$ cat config.mk
export PLATFORM = sky130hd
export DESIGN_NAME = acd_cmd_detect
export DESIGN_NICKNAME = d
export VERILOG_FILES = /design/src/rtl/acd_pkg.sv /design/src/rtl/acd_ce_edge.sv /design/src/rtl/acd_key_match.sv /design/src/rtl/acd_sequencer.sv /design/src/rtl/acd_cmd_detect.sv
export SDC_FILE = /design/constraint.sdc
export NUM_CORES = 1
export LEC_CHECK = 0
export BUFFER_PORTS_ARGS = -buffer_cell sky130_fd_sc_hd__buf_2
export CORE_UTILIZATION = 40
export DETAILED_ROUTE_END_ITERATION = 8
export PLACE_DENSITY = 0.66
export REMOVE_ABC_BUFFERS = 1
export SYNTH_ARGS = -nofsm -noshare
export SYNTH_HDL_FRONTEND = slang
export SYNTH_HIERARCHICAL = 1
export SYNTH_SLANG_ARGS = --single-unit
$ cat constraint.sdc
create_clock -name clk -period 4.3 [get_ports clk]
set_clock_uncertainty 0.05 [all_clocks]
set_input_delay 0.645 -clock clk [delete_from_list [all_inputs] [get_ports clk]]
set_output_delay 0.645 -clock clk [all_outputs]
set_load 0.03 [all_outputs]
$ cat src/rtl/acd_pkg.sv
package acd_pkg;

    // Number of fixed addresses that come before the selecting access
    localparam int PREFIX_LEN = 5;
    localparam int STEP_W     = 3;

    typedef enum logic [STEP_W-1:0] {
        ST_IDLE = 3'd0,
        ST_K1   = 3'd1,
        ST_K2   = 3'd2,
        ST_K3   = 3'd3,
        ST_K4   = 3'd4,
        ST_K5   = 3'd5
    } step_e;

    typedef struct packed {
        step_e step;
        logic  store;
        logic  recall;
    } seq_state_t;

endpackage

$ cat src/rtl/acd_ce_edge.sv
module acd_ce_edge #(
    parameter int SYNC_STAGES = 2
) (
    input  logic clk,
    input  logic rst_n,
    input  logic ce_n_async,
    output logic access_ev
);

    localparam int MSB = SYNC_STAGES - 1;

    logic [MSB:0] sync_d, sync_q;
    logic         prev_d, prev_q;

    always_comb begin
        sync_d = {sync_q[MSB-1:0], ce_n_async};
        prev_d = sync_q[MSB];
    end

    always_ff @(posedge clk or negedge rst_n) begin
        if (!rst_n) begin
            sync_q <= '1;
            prev_q <= 1'b1;
        end else begin
            sync_q <= sync_d;
            prev_q <= prev_d;
        end
    end

    // One event per falling edge of the synchronised enable
    assign access_ev = prev_q & ~sync_q[MSB];

    // an event never lasts more than one cycle
    p_single_event_r8: assert property (@(posedge clk) disable iff (!rst_n)
        access_ev |=> !access_ev);

endmodule

$ cat src/rtl/acd_key_match.sv
module acd_key_match
    import acd_pkg::*;
#(
    parameter int              ADDR_W = 11,
    parameter logic [ADDR_W-1:0] PREFIX_KEYS [PREFIX_LEN] =
        '{11'h000, 11'h555, 11'h2AA, 11'h7FF, 11'h0F0},
    parameter logic [ADDR_W-1:0] STORE_KEY  = 11'h70F,
    parameter logic [ADDR_W-1:0] RECALL_KEY = 11'h70E
) (
    input  logic [ADDR_W-1:0]     addr,
    output logic [PREFIX_LEN-1:0] prefix_hit,
    output logic                  store_hit,
    output logic                  recall_hit
);

    for (genvar i = 0; i < PREFIX_LEN; i++) begin : g_key
        assign prefix_hit[i] = (addr == PREFIX_KEYS[i]);
    end

    assign store_hit  = (addr == STORE_KEY);
    assign recall_hit = (addr == RECALL_KEY);

    // A single address can match at most one prefix key
    always_comb begin
        a_prefix_unique_r6: assert ($onehot0(prefix_hit) || $isunknown(addr));
    end

endmodule

$ cat src/rtl/acd_sequencer.sv
module acd_sequencer
    import acd_pkg::*;
(
    input  logic                  clk,
    input  logic                  rst_n,
    input  logic                  access_ev,
    input  logic                  we_n,
    input  logic                  store_inhibit,
    input  logic [PREFIX_LEN-1:0] prefix_hit,
    input  logic                  store_hit,
    input  logic                  recall_hit,
    output logic                  store_cmd,
    output logic                  recall_cmd,
    output logic [STEP_W-1:0]     seq_step
);

    seq_state_t st_d, st_q;
    logic       next_hit;

    // Does the address match the key expected at the current step?
    always_comb begin
        unique case (st_q.step)
            ST_K1:   next_hit = prefix_hit[1];
            ST_K2:   next_hit = prefix_hit[2];
            ST_K3:   next_hit = prefix_hit[3];
            ST_K4:   next_hit = prefix_hit[4];
            default: next_hit = 1'b0;
        endcase
    end

    always_comb begin
        st_d        = st_q;
        st_d.store  = 1'b0;
        st_d.recall = 1'b0;
        if (access_ev) begin
            if (!we_n) begin
                st_d.step = ST_IDLE;
            end else if (st_q.step == ST_K5) begin
                st_d.store  = store_hit & ~store_inhibit;
                st_d.recall = recall_hit;
                st_d.step   = prefix_hit[0] ? ST_K1 : ST_IDLE;
            end else if (prefix_hit[0]) begin
                st_d.step = ST_K1;
            end else if (next_hit) begin
                st_d.step = step_e'(st_q.step + 3'd1);
            end else begin
                st_d.step = ST_IDLE;
            end
        end
    end

    always_ff @(posedge clk or negedge rst_n) begin
        if (!rst_n) begin
            st_q <= '{step: ST_IDLE, store: 1'b0, recall: 1'b0};
        end else begin
            st_q <= st_d;
        end
    end

    assign store_cmd  = st_q.store;
    assign recall_cmd = st_q.recall;
    assign seq_step   = st_q.step;

    // commands are exclusive and one cycle long
    p_cmd_exclusive_r9: assert property (@(posedge clk) disable iff (!rst_n)
        $onehot0({store_cmd, recall_cmd}));
    p_store_pulse_r9: assert property (@(posedge clk) disable iff (!rst_n)
        store_cmd |=> !store_cmd);
    p_recall_pulse_r9: assert property (@(posedge clk) disable iff (!rst_n)
        recall_cmd |=> !recall_cmd);
    // progress stays in range
    p_step_range_r10: assert property (@(posedge clk) disable iff (!rst_n)
        seq_step <= 3'd5);
    // a store only follows a completed prefix with no inhibit
    p_store_origin_r2: assert property (@(posedge clk) disable iff (!rst_n)
        store_cmd |-> ($past(seq_step) == 3'd5) && !$past(store_inhibit));
    // a recall only follows a completed prefix
    p_recall_origin_r3: assert property (@(posedge clk) disable iff (!rst_n)
        recall_cmd |-> ($past(seq_step) == 3'd5));
    // a write aborts the pattern
    p_write_abort_r5: assert property (@(posedge clk) disable iff (!rst_n)
        (access_ev && !we_n) |=> (seq_step == 3'd0) && !store_cmd && !recall_cmd);
    // no progress without an access event
    p_hold_r8: assert property (@(posedge clk) disable iff (!rst_n)
        !access_ev |=> $stable(seq_step));

endmodule

$ cat src/rtl/acd_cmd_detect.sv
module acd_cmd_detect
    import acd_pkg::*;
#(
    parameter int                ADDR_W      = 11,
    parameter int                SYNC_STAGES = 2,
    parameter logic [ADDR_W-1:0] PREFIX_KEYS [PREFIX_LEN] =
        '{11'h000, 11'h555, 11'h2AA, 11'h7FF, 11'h0F0},
    parameter logic [ADDR_W-1:0] STORE_KEY   = 11'h70F,
    parameter logic [ADDR_W-1:0] RECALL_KEY  = 11'h70E
) (
    input  logic              clk,
    input  logic              rst_n,
    input  logic              ce_n,
    input  logic              we_n,
    input  logic [ADDR_W-1:0] addr,
    input  logic              store_inhibit,
    output logic              store_cmd,
    output logic              recall_cmd,
    output logic [STEP_W-1:0] seq_step
);

    logic                  access_ev;
    logic [PREFIX_LEN-1:0] prefix_hit;
    logic                  store_hit;
    logic                  recall_hit;

    acd_ce_edge #(
        .SYNC_STAGES (SYNC_STAGES)
    ) u_edge (
        .clk        (clk),
        .rst_n      (rst_n),
        .ce_n_async (ce_n),
        .access_ev  (access_ev)
    );

    acd_key_match #(
        .ADDR_W      (ADDR_W),
        .PREFIX_KEYS (PREFIX_KEYS),
        .STORE_KEY   (STORE_KEY),
        .RECALL_KEY  (RECALL_KEY)
    ) u_match (
        .addr       (addr),
        .prefix_hit (prefix_hit),
        .store_hit  (store_hit),
        .recall_hit (recall_hit)
    );

    acd_sequencer u_seq (
        .clk           (clk),
        .rst_n         (rst_n),
        .access_ev     (access_ev),
        .we_n          (we_n),
        .store_inhibit (store_inhibit),
        .prefix_hit    (prefix_hit),
        .store_hit     (store_hit),
        .recall_hit    (recall_hit),
        .store_cmd     (store_cmd),
        .recall_cmd    (recall_cmd),
        .seq_step      (seq_step)
    );

    // quiet after reset release
    p_reset_quiet_r1: assert property (@(posedge clk) disable iff (!rst_n)
        $rose(rst_n) |-> (seq_step == 3'd0) && !store_cmd && !recall_cmd);

endmodule

==> impl_results.md <==
- Fill count: 103
- Diodes inserted: 0
- Post_cts resized: 0
- H-tree depth: 1
- Leak: between 0.2 and 0.3 nW
- Post-synth EDFFs: 0
- Post-synthesis sequential area ratio: 0.3817
- Ys Warns: 6
- Vias per cell: 5.449
- Hold Crit Class: in2async
- Worst R2R Path Depth: 5
- Top FF cell, synth: dfrtp_1
- Gr ovfl total: 0
- Final WS setup: 2.276 ns
- Vias in the first global route: about 390
- DRT iter0 DRCs: 6
- Num CTS Buffers: 3
- Drt pass-1 iters: 2
- Share of cells above drive strength 1: 0.4267
- Post-Synthesis Cell Area: 534.3 um^2
- Syn avg cell area: 10.48 um^2
- Slew Limit Fails: 0
- DRC viols: 0
- Post-CTS setup buffer count: 0
- CTS root buffer: clkbuf_4
- FF-to-FF Start: u_seq/seq_step[1]
- Largest net degree at the start of global routing: 9
- CTS max path bufs: 2
- Period utilization: 0.4707
- GRT Resource Usage Total: 0.1524
- Cells after Synth: slightly above 50
- Critical path class: in2reg
- Reg2reg end: u_seq/seq_step[1]
- Number of I/O pins: 21
- Max Cap Viol: 0
- CP Max Fanout: 3
- Antenna viol nets, final: 0
- CP Data Arrival Time: approximately 2.1 ns
- Actual slew at the worst max-slew pin: between 0.3 and 0.4 ns
- Die ar.: approximately 0.0015 mm^2
- Setup TNS: 0 ns
- Slew margin rel.: 0.7775
- Port bufs: 20
- IR Drop Worst-Case VDD: between 200 and 250 uV
- WL final: 1028 um
- Area grow syn2layout: 26.93%
- DIE WIDTH: 38.55 um
- First-pass GRT wire length: 1524 um
- Worst skew pair latency: roughly 0.26 ns
- CTS tree: yes
- Multi-input logic area: 315.3 um^2
- Met3 WL: 74 um
- Seq cells post-synth: 8
- Final net count: just under 100
- Cell Pwr Density: 231.2 mW/mm^2
- CTS Sinks: 8
- Ys async rst share: 1.000
- RSZ-0062 raised after global routing: false
- Register area: 203.9 um^2
- Cts hold-fix bufs: 0
- Critical path startpoint category: primary input
- Final setup violation count: 0
- Core area: approximately 0.0012 mm^2
- Min Hold Slack: 0.1574 ns
- Slowest CP cell: or4_1
- Reg-to-reg slack, setup: 2.67 ns
- Pre-CTS setup slack: 2.058 ns
- CP Data Required Time: between 4 and 5 ns
- Max Freq: 0.4941 GHz
- GPL Wtd Cong: 0.8305
- Starting density of the core: 0.4562
- Crit path cell chain: buf_2, or4_1, nor3_1, a22o_1, a21oi_1, o32ai_1
- DR vias: 485
- Yosys cell types: 27
- Tmin final: 2.024 ns
- Die Y: between 30 and 40 um
- Outcome: finished clean
- Critical path's largest stage delay: about 0.56 ns
- DR WL/cell: 11.55 um
- Final hold violation count: 0
- Top sig layer: met3
- Wl on met1: 506 um
- CP Capture Type: flop
- Initial antenna violation count: 0
- WL met2: approximately 450 um
- Row count: 12
- Reg clk slew, reported paths: 0.06 ns
synth_stat cells (2+ instances only):
cell type | number | area [um^2]
nand4_1 | 2 | 12.51
or4_4 | 2 | 22.52
inv_1 | 4 | 15.01
nand3_1 | 4 | 20.02
dfrtp_1 | 5 | 125.1
dfstp_2 | 3 | 78.83
nor3_1 | 6 | 30.03
o32ai_1 | 2 | 17.52
ha_1 | 5 | 62.56
logic make-up after synthesis:
| logic type | after synthesis | share of synthesized area |
|---|---|---|
| DFF | 8 | 0.3817 |
| buffers and inverters | 4 | 0.02809 |
| AOI/OAI and AO/OA | 8 | 0.1288 |
| and+or+nand+nor | 26 | 0.3443 |
| adders and majority gates | 5 | 0.1171 |
worst max-delay path: cells and delay by family:
family,cells,cell delay [ns]
AOI/OAI and AO/OA,3,0.57
buffers and inverters,1,0.12
and+or+nand+nor,2,0.77
cell type report:
| cell class | count | area share |
|---|---|---|
| multi-input combinational | 39 | 0.4649 |
| sequential | 8 | 0.3007 |
| timing repair buffer | 20 | 0.1476 |
| clock buffer | 4 | 0.03875 |
| tap | 14 | 0.02583 |
| inverter | 4 | 0.02214 |
placed cells by master (no fill, tap or decap), types with 2 or more instances in the layout:
cell type / count
clkbuf_4: 3
dfstp_2: 3
inv_1: 4
buf_2: 20
dfrtp_1: 5
or4_4: 2
ha_1: 5
nand4_1: 2
nor3_1: 6
nand3_1: 4
o32ai_1: 2
per-layer routing:
metal,vias up,GRT usage
met1,219,0.1801
met4,0,0
met3,0,0.08721
met2,17,0.2542
met5,-,0
li1,249,-
through the flow:
step | power [mW] | util | std cells | cell area, um^2
after detailed placement | 0.09577 | 0.5566 | 85 | 651.9
after global routing | 0.1640 | 0.5791 | 89 | 678.2
after CTS | 0.1596 | 0.5791 | 89 | 678.2
after global placement | 0.09534 | 0.5566 | 85 | 651.9
after floorplan | 0.08484 | - | 51 | 534.3
final | 0.1568 | 0.5791 | 89 | 678.2
power by group:
group / switching (mW) / total (mW) / internal [mW]
clock network: 0.0267 / 0.0623 / 0.0356
registers: 0.000732 / 0.0787 / 0.0779
logic: 0.00799 / 0.0158 / 0.00783
total: 0.0354 / 0.157 / 0.121
state kept, by name, indices dropped and copies added, names as in the netlist:
name,cells
u_seq/store_cmd,1
u_edge/sync_q,2
u_seq/recall_cmd,1
u_seq/seq_step,3
u_edge/prev_q,1
how the worst max path moves through the flow:
stage | startpoint | end | slack, ns | depth (start not counted)
4_1_cts | addr[0] | u_seq/seq_step[1] | 2.30 | 6
2_1_floorplan | addr[0] | u_seq/seq_step[1] | 2.29 | 5
5_1_grt | addr[0] | u_seq/seq_step[1] | 2.19 | 6
3_3_place_gp | addr[0] | u_seq/seq_step[1] | 2.07 | 6
3_5_place_dp | addr[0] | u_seq/seq_step[1] | 2.06 | 6
6_report | addr[0] | u_seq/seq_step[1] | 2.28 | 6
Note: power is estimated with default switching activity, not from simulation.
